`src/rtl/srmw_pkg.sv`:
```
package srmw_pkg;
    typedef enum logic [2:0] {
        PH_IDLE   = 3'd0,
        PH_RD_OLD = 3'd1,
        PH_RD_PAR = 3'd2,
        PH_WR_NEW = 3'd3,
        PH_WR_PAR = 3'd4,
        PH_FIN    = 3'd5
    } phase_e;
endpackage

```
`src/rtl/stripe_map.sv`:
```
module stripe_map #(
    parameter int NCOL  = 5,
    parameter int ROW_W = 16,
    parameter int COL_W = 3,
    parameter int LBN_W = 18
) (
    input  logic [LBN_W-1:0] lbn,
    output logic [ROW_W-1:0] row,
    output logic [COL_W-1:0] dcol,
    output logic [COL_W-1:0] pcol
);
    localparam int NDATA = NCOL - 1;

    logic [LBN_W-1:0] quo, rem;
    logic [ROW_W-1:0] rmod;
    logic [COL_W-1:0] slot;

    always_comb begin
        quo  = lbn / LBN_W'(NDATA);
        rem  = lbn % LBN_W'(NDATA);
        row  = quo[ROW_W-1:0];
        rmod = row % ROW_W'(NCOL);
        pcol = COL_W'(NCOL - 1) - rmod[COL_W-1:0];
        slot = rem[COL_W-1:0];
        dcol = (slot >= pcol) ? slot + COL_W'(1) : slot;
    end

    logic unused_hi;
    assign unused_hi = ^{quo[LBN_W-1:ROW_W], rem[LBN_W-1:COL_W], rmod[ROW_W-1:COL_W]};
endmodule

```
`src/rtl/parity_merge.sv`:
```
module parity_merge #(
    parameter int DW = 32
) (
    input  logic [DW-1:0] old_d,
    input  logic [DW-1:0] new_d,
    input  logic [DW-1:0] old_p,
    output logic [DW-1:0] new_p
);
    for (genvar b = 0; b < DW; b++) begin : g_bit
        assign new_p[b] = old_d[b] ^ new_d[b] ^ old_p[b];
    end
endmodule

```
`src/rtl/rmw_ctrl.sv`:
```
module rmw_ctrl
    import srmw_pkg::*;
#(
    parameter int DW    = 32,
    parameter int ROW_W = 16,
    parameter int COL_W = 3
) (
    input  logic             clk,
    input  logic             rst_n,
    input  logic             req_valid,
    input  logic [DW-1:0]    req_data,
    input  logic [ROW_W-1:0] map_row,
    input  logic [COL_W-1:0] map_dcol,
    input  logic [COL_W-1:0] map_pcol,
    input  logic [DW-1:0]    par_in,
    input  logic             dsk_ack,
    input  logic [DW-1:0]    dsk_rdata,
    output logic [DW-1:0]    old_data,
    output logic [DW-1:0]    new_data,
    output logic             busy,
    output logic             done,
    output logic [COL_W-1:0] dsk_sel,
    output logic [ROW_W-1:0] dsk_row,
    output logic             dsk_rd,
    output logic             dsk_wr,
    output logic [DW-1:0]    dsk_wdata
);
    typedef struct packed {
        phase_e           ph;
        logic [ROW_W-1:0] row;
        logic [COL_W-1:0] dcol;
        logic [COL_W-1:0] pcol;
        logic [DW-1:0]    newd;
        logic [DW-1:0]    oldd;
        logic [DW-1:0]    par;
        logic [COL_W-1:0] sel;
        logic             rd;
        logic             wr;
        logic [DW-1:0]    wdata;
        logic             done;
    } ctl_s;

    ctl_s st_q, st_d;

    always_comb begin
        st_d      = st_q;
        st_d.rd   = 1'b0;
        st_d.wr   = 1'b0;
        st_d.done = 1'b0;
        case (st_q.ph)
            PH_IDLE: if (req_valid) begin
                st_d.ph   = PH_RD_OLD;
                st_d.row  = map_row;
                st_d.dcol = map_dcol;
                st_d.pcol = map_pcol;
                st_d.newd = req_data;
                st_d.sel  = map_dcol;
                st_d.rd   = 1'b1;
            end
            PH_RD_OLD: if (dsk_ack) begin
                st_d.oldd = dsk_rdata;
                st_d.sel  = st_q.pcol;
                st_d.rd   = 1'b1;
                st_d.ph   = PH_RD_PAR;
            end
            PH_RD_PAR: if (dsk_ack) begin
                st_d.par   = par_in;
                st_d.sel   = st_q.dcol;
                st_d.wr    = 1'b1;
                st_d.wdata = st_q.newd;
                st_d.ph    = PH_WR_NEW;
            end
            PH_WR_NEW: if (dsk_ack) begin
                st_d.sel   = st_q.pcol;
                st_d.wr    = 1'b1;
                st_d.wdata = st_q.par;
                st_d.ph    = PH_WR_PAR;
            end
            PH_WR_PAR: if (dsk_ack) begin
                st_d.ph   = PH_FIN;
                st_d.done = 1'b1;
            end
            PH_FIN:  st_d.ph = PH_IDLE;
            default: st_d.ph = PH_IDLE;
        endcase
    end

    always_ff @(posedge clk) begin
        if (!rst_n) st_q <= '0;
        else        st_q <= st_d;
    end

    assign old_data  = st_q.oldd;
    assign new_data  = st_q.newd;
    assign busy      = (st_q.ph != PH_IDLE) && (st_q.ph != PH_FIN);
    assign done      = st_q.done;
    assign dsk_sel   = st_q.sel;
    assign dsk_row   = st_q.row;
    assign dsk_rd    = st_q.rd;
    assign dsk_wr    = st_q.wr;
    assign dsk_wdata = st_q.wdata;

    assert_accept_read_R4: assert property (@(posedge clk) disable iff (!rst_n)
        (st_q.ph == PH_IDLE && req_valid) |=> (dsk_rd && busy));
    assert_no_dual_strobe_R9: assert property (@(posedge clk) disable iff (!rst_n)
        !(dsk_rd && dsk_wr));
    assert_strobe_single_R9: assert property (@(posedge clk) disable iff (!rst_n)
        (dsk_rd || dsk_wr) |=> !(dsk_rd || dsk_wr));
    assert_done_pulse_R7: assert property (@(posedge clk) disable iff (!rst_n)
        done |=> (!done && !busy));
    assert_data_write_R5: assert property (@(posedge clk) disable iff (!rst_n)
        (st_q.ph == PH_RD_PAR && dsk_ack) |=> (dsk_wr && dsk_wdata == new_data));
    assert_cols_differ_R3: assert property (@(posedge clk) disable iff (!rst_n)
        busy |-> (st_q.dcol != st_q.pcol));
    assert_ignore_busy_R8: assert property (@(posedge clk) disable iff (!rst_n)
        (busy && req_valid) |=> $stable(new_data));
endmodule

```
`src/rtl/stripe_rmw_engine.sv`:
```
module stripe_rmw_engine #(
    parameter  int DATA_W = 32,
    parameter  int ROW_W  = 16,
    parameter  int NCOL   = 5,
    localparam int COL_W  = $clog2(NCOL),
    localparam int LBN_W  = ROW_W + $clog2(NCOL - 1)
) (
    input  logic              clk,
    input  logic              rst_n,
    input  logic              req_valid,
    input  logic [LBN_W-1:0]  req_lbn,
    input  logic [DATA_W-1:0] req_data,
    output logic              busy,
    output logic              done,
    output logic [COL_W-1:0]  dsk_sel,
    output logic [ROW_W-1:0]  dsk_row,
    output logic              dsk_rd,
    output logic              dsk_wr,
    output logic [DATA_W-1:0] dsk_wdata,
    input  logic [DATA_W-1:0] dsk_rdata,
    input  logic              dsk_ack
);
    logic [ROW_W-1:0]  m_row;
    logic [COL_W-1:0]  m_dcol, m_pcol;
    logic [DATA_W-1:0] par_w, oldd_w, newd_w;

    stripe_map #(.NCOL(NCOL), .ROW_W(ROW_W), .COL_W(COL_W), .LBN_W(LBN_W)) u_map (
        .lbn(req_lbn), .row(m_row), .dcol(m_dcol), .pcol(m_pcol)
    );

    parity_merge #(.DW(DATA_W)) u_par (
        .old_d(oldd_w), .new_d(newd_w), .old_p(dsk_rdata), .new_p(par_w)
    );

    rmw_ctrl #(.DW(DATA_W), .ROW_W(ROW_W), .COL_W(COL_W)) u_ctl (
        .clk(clk), .rst_n(rst_n), .req_valid(req_valid), .req_data(req_data),
        .map_row(m_row), .map_dcol(m_dcol), .map_pcol(m_pcol), .par_in(par_w),
        .dsk_ack(dsk_ack), .dsk_rdata(dsk_rdata), .old_data(oldd_w), .new_data(newd_w),
        .busy(busy), .done(done), .dsk_sel(dsk_sel), .dsk_row(dsk_row),
        .dsk_rd(dsk_rd), .dsk_wr(dsk_wr), .dsk_wdata(dsk_wdata)
    );
endmodule

```
`config.mk`:
```
export PLATFORM = sky130hd
export DESIGN_NAME = stripe_rmw_engine
export DESIGN_NICKNAME = d
export VERILOG_FILES = /design/src/rtl/srmw_pkg.sv /design/src/rtl/stripe_map.sv /design/src/rtl/parity_merge.sv /design/src/rtl/rmw_ctrl.sv /design/src/rtl/stripe_rmw_engine.sv
export SDC_FILE = /design/constraint.sdc
export NUM_CORES = 1
export LEC_CHECK = 0
export BUFFER_PORTS_ARGS = -buffer_cell sky130_fd_sc_hd__buf_2
export CAP_MARGIN = 20
export CORE_MARGIN = 5
export CORE_UTILIZATION = 57
export DETAILED_ROUTE_END_ITERATION = 8
export PLACE_DENSITY_LB_ADDON = 0.08
export SKIP_LAST_GASP = 1
export SYNTH_ARGS = -nofsm -noshare
export SYNTH_HDL_FRONTEND = slang
export SYNTH_SLANG_ARGS = --single-unit
```
`constraint.sdc`:
```
create_clock -name clk -period 8.4 [get_ports clk]
set_input_delay 0.84 -clock clk [delete_from_list [all_inputs] [get_ports clk]]
set_output_delay 0.84 -clock clk [all_outputs]
set_load 0.01 [all_outputs]
```
==> results.yml, run 1 <==
logic_synthesis:
  async_flop_share_pct: 0
  yosysWarningCount: 0
  synth-seq-area-share_pct: 35.8
  netlist.area_leader.share_pct: 35.8
  synth_area_um2: 8880
  synth_most_common_cell: "nand2_1"
  post_synth_inst_count: 1130
  syn-num-nets: 1223
  synth_flop_cell: "dfxtp_1"
  yosys_register_bits: 159
  yosys-top-cells-area: "dfxtp_1 36%, nand2_1 11%, a21oi_1 7.9%"
  synth_common_cells: "262 x nand2_1, 159 x dfxtp_1, 140 x a21oi_1, 74 x xnor2_1, 59 x nor2_1"
  syn_area_per_cell_um2: 7.86
  synth_area_leader_cell: "dfxtp_1"
  synth_edf_count: 0
  synth.distinct_cells: 90
detailed_routing:
  avgViaCountPerCell: 5.52
  drt_wl_total_mm: 21.2
  ant_nets: 0
  post_drt_wl_per_cell_um: 15.3
  dr.pass1.iters: 5
  vias: 7692
  drc: 0
  drtIter0Drc: 443
place:
  dp_hpwl_mm: 14.1
  gp_congestion: 0.896
  placed_cell_area_um2: 9220
  dp.cells: 1361
  numPortBuffers: 140
setup_path:
  critPathTopFamily: "compound AO/OA/AOI/OAI gates"
  endpoint_kind: "flop"
  r2r_end: "u_ctl.st_q[38]"
  criticalPathCategory: "primary input to flop"
  r2r-start: "u_ctl.st_q[157]"
  r2r_slack_ps: 5690
  endpoint: "u_ctl.dsk_sel[2]"
  r2r_cells: 7
  crit_path_start: "req_lbn[13]"
  crit_required_ps: 8750
  crit_path_max_fanout: 20
  startpoint_type: "primary input"
  crit_buf_inv: 2
  arrival_ps: 7880
  cpPeakStageDelay_ps: 490
  path_depth: 30
  cpMaxStageDelayCell: "or4_1"
cells_and_area:
  finalInstanceArea_um2: 9780
  n_fill_cell: 1394
  diodes: 0
  nNetsFinal: 1262
  drive_gt1_share_pct: 18.2
  finalNonFillerCells: 1393
  area_growth_syn_to_layout_pct: 10.1
clock_tree:
  ctsRootBufferMaster: "clkbuf_16"
  clock_path_buffers: 2
  holdBufCountCts: 0
  cts_tree: "done"
  clock_sink_count: 159
  cts_buffers: 17
  insertion_delay_ps: 420
  cts_max_level: 4
  post_cts_resize_count: 0
  cts_setup_buffers: 0
  path_clk_slew_ps: 60
status:
  status: "completed"
power_and_ir_drop:
  power_mw: 2.11
  power_per_cell_area_nw_per_um2: 216
  irDropWorstVdd_v: 0.000155
  p_leak_nw: 3.63
timing:
  min_period_ps: 7530
  max_freq_ghz: 0.133
  rsz0062_at_grt: "no"
  setup_viol: 0
  worst_slew_pin_slew_ps: 1010
  skew_ps: 8.72
  finalSetupTns_ps: 0
  hold-worst-slack_ps: 448
  post-route-period-util_pct: 89.6
  final_hold_viol_count: 0
  drv_slew: 0
  max_slew_margin_pct: 32.9
global_routing:
  grt_max_degree: 100
  grt_pass1_wl_mm: 34.2
  first_global_vias: 6900
  grt_use_total_pct: 22.8
  antenna_found_initial: 1
  grt.overflow.total: 0
flow_run:
  maxCapViolCount: 0
floorplan:
  initial_utilization_pct: 58.2
  rows: 45
  die_x_um: 135
  die_h_um: 135
  ioPinCount: 141
  die_area_um2: 18200
  core_area_um2: 15300
hold_path:
  hp-class: "flop to flop"
[layout make-up]
cell class                 instances  area, um2  area share [%]
multi-input combinational        826       4940            50.6
timing repair buffer             148        761            7.78
inverter                          17       66.3           0.678
tap                              211        264            2.70
sequential                       159       3180            32.6
clock inverter                    13        126            1.29
clock buffer                      19        433            4.43
[worst register-to-register path, cell delays in order (launching register included)]
cell	delay [ps]
dfxtp_1	460
nor2b_1	280
and2_2	180
buf_4	510
nand2b_1	590
buf_4	390
nand2_1	90
a21oi_1	60
[where the power goes]
group | internal (mW) | switching [mW]
clock network | 0.414 | 0.326
logic | 0.212 | 0.324
registers | 0.801 | 0.0334
[how the worst min path moves through the flow]
stage                      startpoint           endpoint  slack [ps]  depth (start not counted)
floorplan              u_ctl.st_q[38]     u_ctl.st_q[38]         430                          2
global placement       u_ctl.st_q[42]     u_ctl.st_q[42]         440                          2
global route           u_ctl.st_q[40]     u_ctl.st_q[40]         460                          2
detailed placement  u_ctl.dsk_row[12]  u_ctl.dsk_row[12]         440                          2
CTS                 u_ctl.dsk_row[12]  u_ctl.dsk_row[12]         450                          2
finish                 u_ctl.st_q[40]     u_ctl.st_q[40]         450                          2
[logic make-up after synthesis]
kind of cell / count (synthesis) / synth area share (%)
buffers and inverters: 145 / 8.65
AO/OA/AOI/OAI: 284 / 21.1
adder cells (fa/ha/maj): 8 / 1.11
multiplexers: 37 / 4.18
XOR/XNOR: 75 / 7.40
flip-flops: 159 / 35.8
AND/OR/NAND/NOR: 422 / 21.7
[per-layer routing]
layer | vias to the layer above | part of all wire (%) | global-route usage [%] | wire length, um
met5 | - | 0.038 | 0 | 8
met4 | 2 | 1.2 | 6.17 | 245
met3 | 21 | 5.3 | 3.95 | 1120
met2 | 182 | 48 | 38.2 | 10200
met1 | 3520 | 46 | 30.4 | 9670
li1 | 3967 | - | - | -
[flip-flops by register name, indices dropped and copies added, names as in the netlist]
name	flops
u_ctl.done	1
u_ctl.dsk_wr	1
u_ctl.new_data	32
u_ctl.old_data	32
u_ctl.st_q	41
u_ctl.dsk_sel	3
u_ctl.dsk_wdata	32
u_ctl.dsk_row	16
u_ctl.dsk_rd	1
[stage by stage]
stage / setup slack [ps] / utilization [%]
finish: 872 / 64.1
global route: 358 / 64.1
CTS: 937 / 64.1
detailed placement: 554 / 60.4
global placement: 711 / 60.4
floorplan: 1460 / -
[cells in the final DEF (no fill, tap or decap), types with 6 or more instances in the layout]
cell and instances:
dfxtp_1 158, o21ai_0 17, inv_1 14, a21o_1 6, buf_2 140, xnor2_1 74
o211ai_1 7, nand2_1 261, mux2i_1 36, nand2b_1 8, clkbuf_16 17, ha_1 7
nor2_1 57, nand3_1 13, nor2b_1 10, a211oi_1 36, buf_4 8, a21oi_1 140
nor3_1 7
Note: power is estimated with default switching activity, not from simulation.
==> run 2, diff against run 1 <==
--- a/config.mk
+++ b/config.mk
@@ -6,11 +6,11 @@
 export NUM_CORES = 1
 export LEC_CHECK = 0
 export BUFFER_PORTS_ARGS = -buffer_cell sky130_fd_sc_hd__buf_2
-export CAP_MARGIN = 20
 export CORE_MARGIN = 5
 export CORE_UTILIZATION = 57
 export DETAILED_ROUTE_END_ITERATION = 8
 export PLACE_DENSITY_LB_ADDON = 0.08
+export REMOVE_ABC_BUFFERS = 1
 export SKIP_LAST_GASP = 1
 export SYNTH_ARGS = -nofsm -noshare
 export SYNTH_HDL_FRONTEND = slang
==> run 2 against run 1 <==
  * Maximum frequency grew 2.9%
  * Sequential share of layout area is essentially flat
  * Clock skew shrank 1.0 ps
  * Clock power shrank 0.9%
==> results.yml, run 2 (synthesis gave the netlist of run 1 again) <==
timing:
  skew_ps: 7.70
  drv_slew: 0
  max_freq_ghz: 0.137
  rsz0062_at_grt: "no"
  post-route-period-util_pct: 87.1
  worst_slew_pin_slew_ps: 894
  setup_viol: 0
  max_slew_margin_pct: 40.4
  finalSetupTns_ps: 0
  min_period_ps: 7310
  final_hold_viol_count: 0
power_and_ir_drop:
  power_mw: 2.11
  power_per_cell_area_nw_per_um2: 216
  irDropWorstVdd_v: 0.000148
  p_leak_nw: 3.64
cells_and_area:
  drive_gt1_share_pct: 18.2
  largest_reg_flops: 41
  regMostFlops: "u_ctl.st_q"
  nNetsFinal: 1264
  utilization_pct: 64.1
  final_common_cell: "nand2_1"
  finalNonFillerCells: 1395
  area_growth_syn_to_layout_pct: 10.2
  layout_common_cells: "261 x nand2_1, 158 x dfxtp_1, 140 x a21oi_1, 140 x buf_2, 74 x xnor2_1"
  diodes: 0
global_routing:
  antenna_found_initial: 0
  grt.overflow.total: 0
  first_global_vias: 7185
  grt_pass1_wl_mm: 35.1
  grt_max_degree: 89
  grt_use_total_pct: 23.6
clock_tree:
  post_cts_resize_count: 0
  ctsRootBufferMaster: "clkbuf_16"
  cts_max_level: 4
  cts_buffers: 17
  insertion_delay_ps: 420
  cts_tree: "done"
  clock_sink_count: 159
  holdBufCountCts: 0
  path_clk_slew_ps: 60
  cts_setup_buffers: 0
  clock_path_buffers: 2
detailed_routing:
  avgViaCountPerCell: 5.59
  ant_nets: 0
  drc: 0
  drt_wl_total_mm: 21.7
  post_drt_wl_per_cell_um: 15.6
  dr.pass1.iters: 5
  vias: 7803
  drtIter0Drc: 434
status:
  status: "completed"
setup_path:
  crit_required_ps: 8740
  criticalPathCategory: "primary input to flop"
  endpoint_kind: "flop"
  crit_path_max_fanout: 19
  startpoint_type: "primary input"
  crit_path_start: "req_lbn[14]"
  arrival_ps: 7660
  r2r-start: "u_ctl.st_q[156]"
hold_path:
  hp-class: "flop to flop"
  hp-start: "u_ctl.st_q[54]"
floorplan:
  rows: 45
  die_x_um: 135
  initial_utilization_pct: 58.2
  core_area_um2: 15300
  die_h_um: 135
  ioPinCount: 141
  die_area_um2: 18200
flow_run:
  maxCapViolCount: 0
place:
  dp_hpwl_mm: 14.2
  gp_congestion: 0.865
  dp.cells: 1363
  numPortBuffers: 140
==> run 2: cell count changes in the layout (fill, tap and decap cells not counted), sizes merged <==
cell / before / now
inv: 21 / 18
buf: 148 / 150
clkbuf: 19 / 21
clkinv: 5 / 6
==> run 2: worst max-delay path, stage by stage <==
cell	delay (ps)
buf_2	260
and2b_1	270
xnor2_1	160
o2111ai_2	310
a21oi_1	190
or3_1	380
a32oi_2	300
a211oi_2	120
o311ai_1	730
nand2_1	330
nor2_1	220
a22o_1	160
a221oi_1	100
ha_1	260
inv_1	120
nand2_1	60
a221o_1	300
and4_4	200
a41oi_1	250
ha_1	300
nand2b_1	80
a21oi_1	250
mux2i_1	250
xnor2_1	120
ha_1	310
a21oi_1	140
or4_1	500
a21oi_1	130
==> run 2: worst paths after layout <==
kind                 endpoint  slack [ps]  cells past startpoint
min            u_ctl.st_q[54]         450                      2
max reg2reg  u_ctl.dsk_sel[1]        6050                      7
min reg2reg    u_ctl.st_q[54]         450                      2
max           u_ctl.st_q[139]        1090                     28
==> run 2: report_power, final <==
group,switching (mW),total [mW],internal [mW]
Combinational,0.331,0.548,0.217
Sequential,0.0294,0.830,0.801
Clock,0.314,0.733,0.419
Total,0.675,2.11,1.44
==> run 2: metal layers <==
layer | wire (um) | vias to the layer above | GRT usage, %
li1 | - | 3960 | -
met1 | 9720 | 3619 | 30.0
met2 | 10600 | 198 | 41.0
met3 | 1020 | 26 | 3.87
met4 | 330 | 0 | 7.07
met5 | 0 | - | 0
==> run 2: final cells by class <==
class,count,area [um2]
sequential,159,3180
inverter,17,66.3
timing repair buffer,150,776
tap,211,264
clock inverter,11,109
multi-input combinational,826,4940
fill,1385,5470
clock buffer,21,450
==> run 2: through the flow <==
| stage | hold WS [ps] | setup slack, ps | instance area (um2) |
|---|---|---|---|
| floorplan | 432 | 1610 | 8180 |
| global route | 468 | 504 | 9790 |
| detailed placement | 443 | 751 | 9230 |
| CTS | 452 | 1170 | 9790 |
| finish | 451 | 1090 | 9790 |
| global placement | 437 | 906 | 9230 |
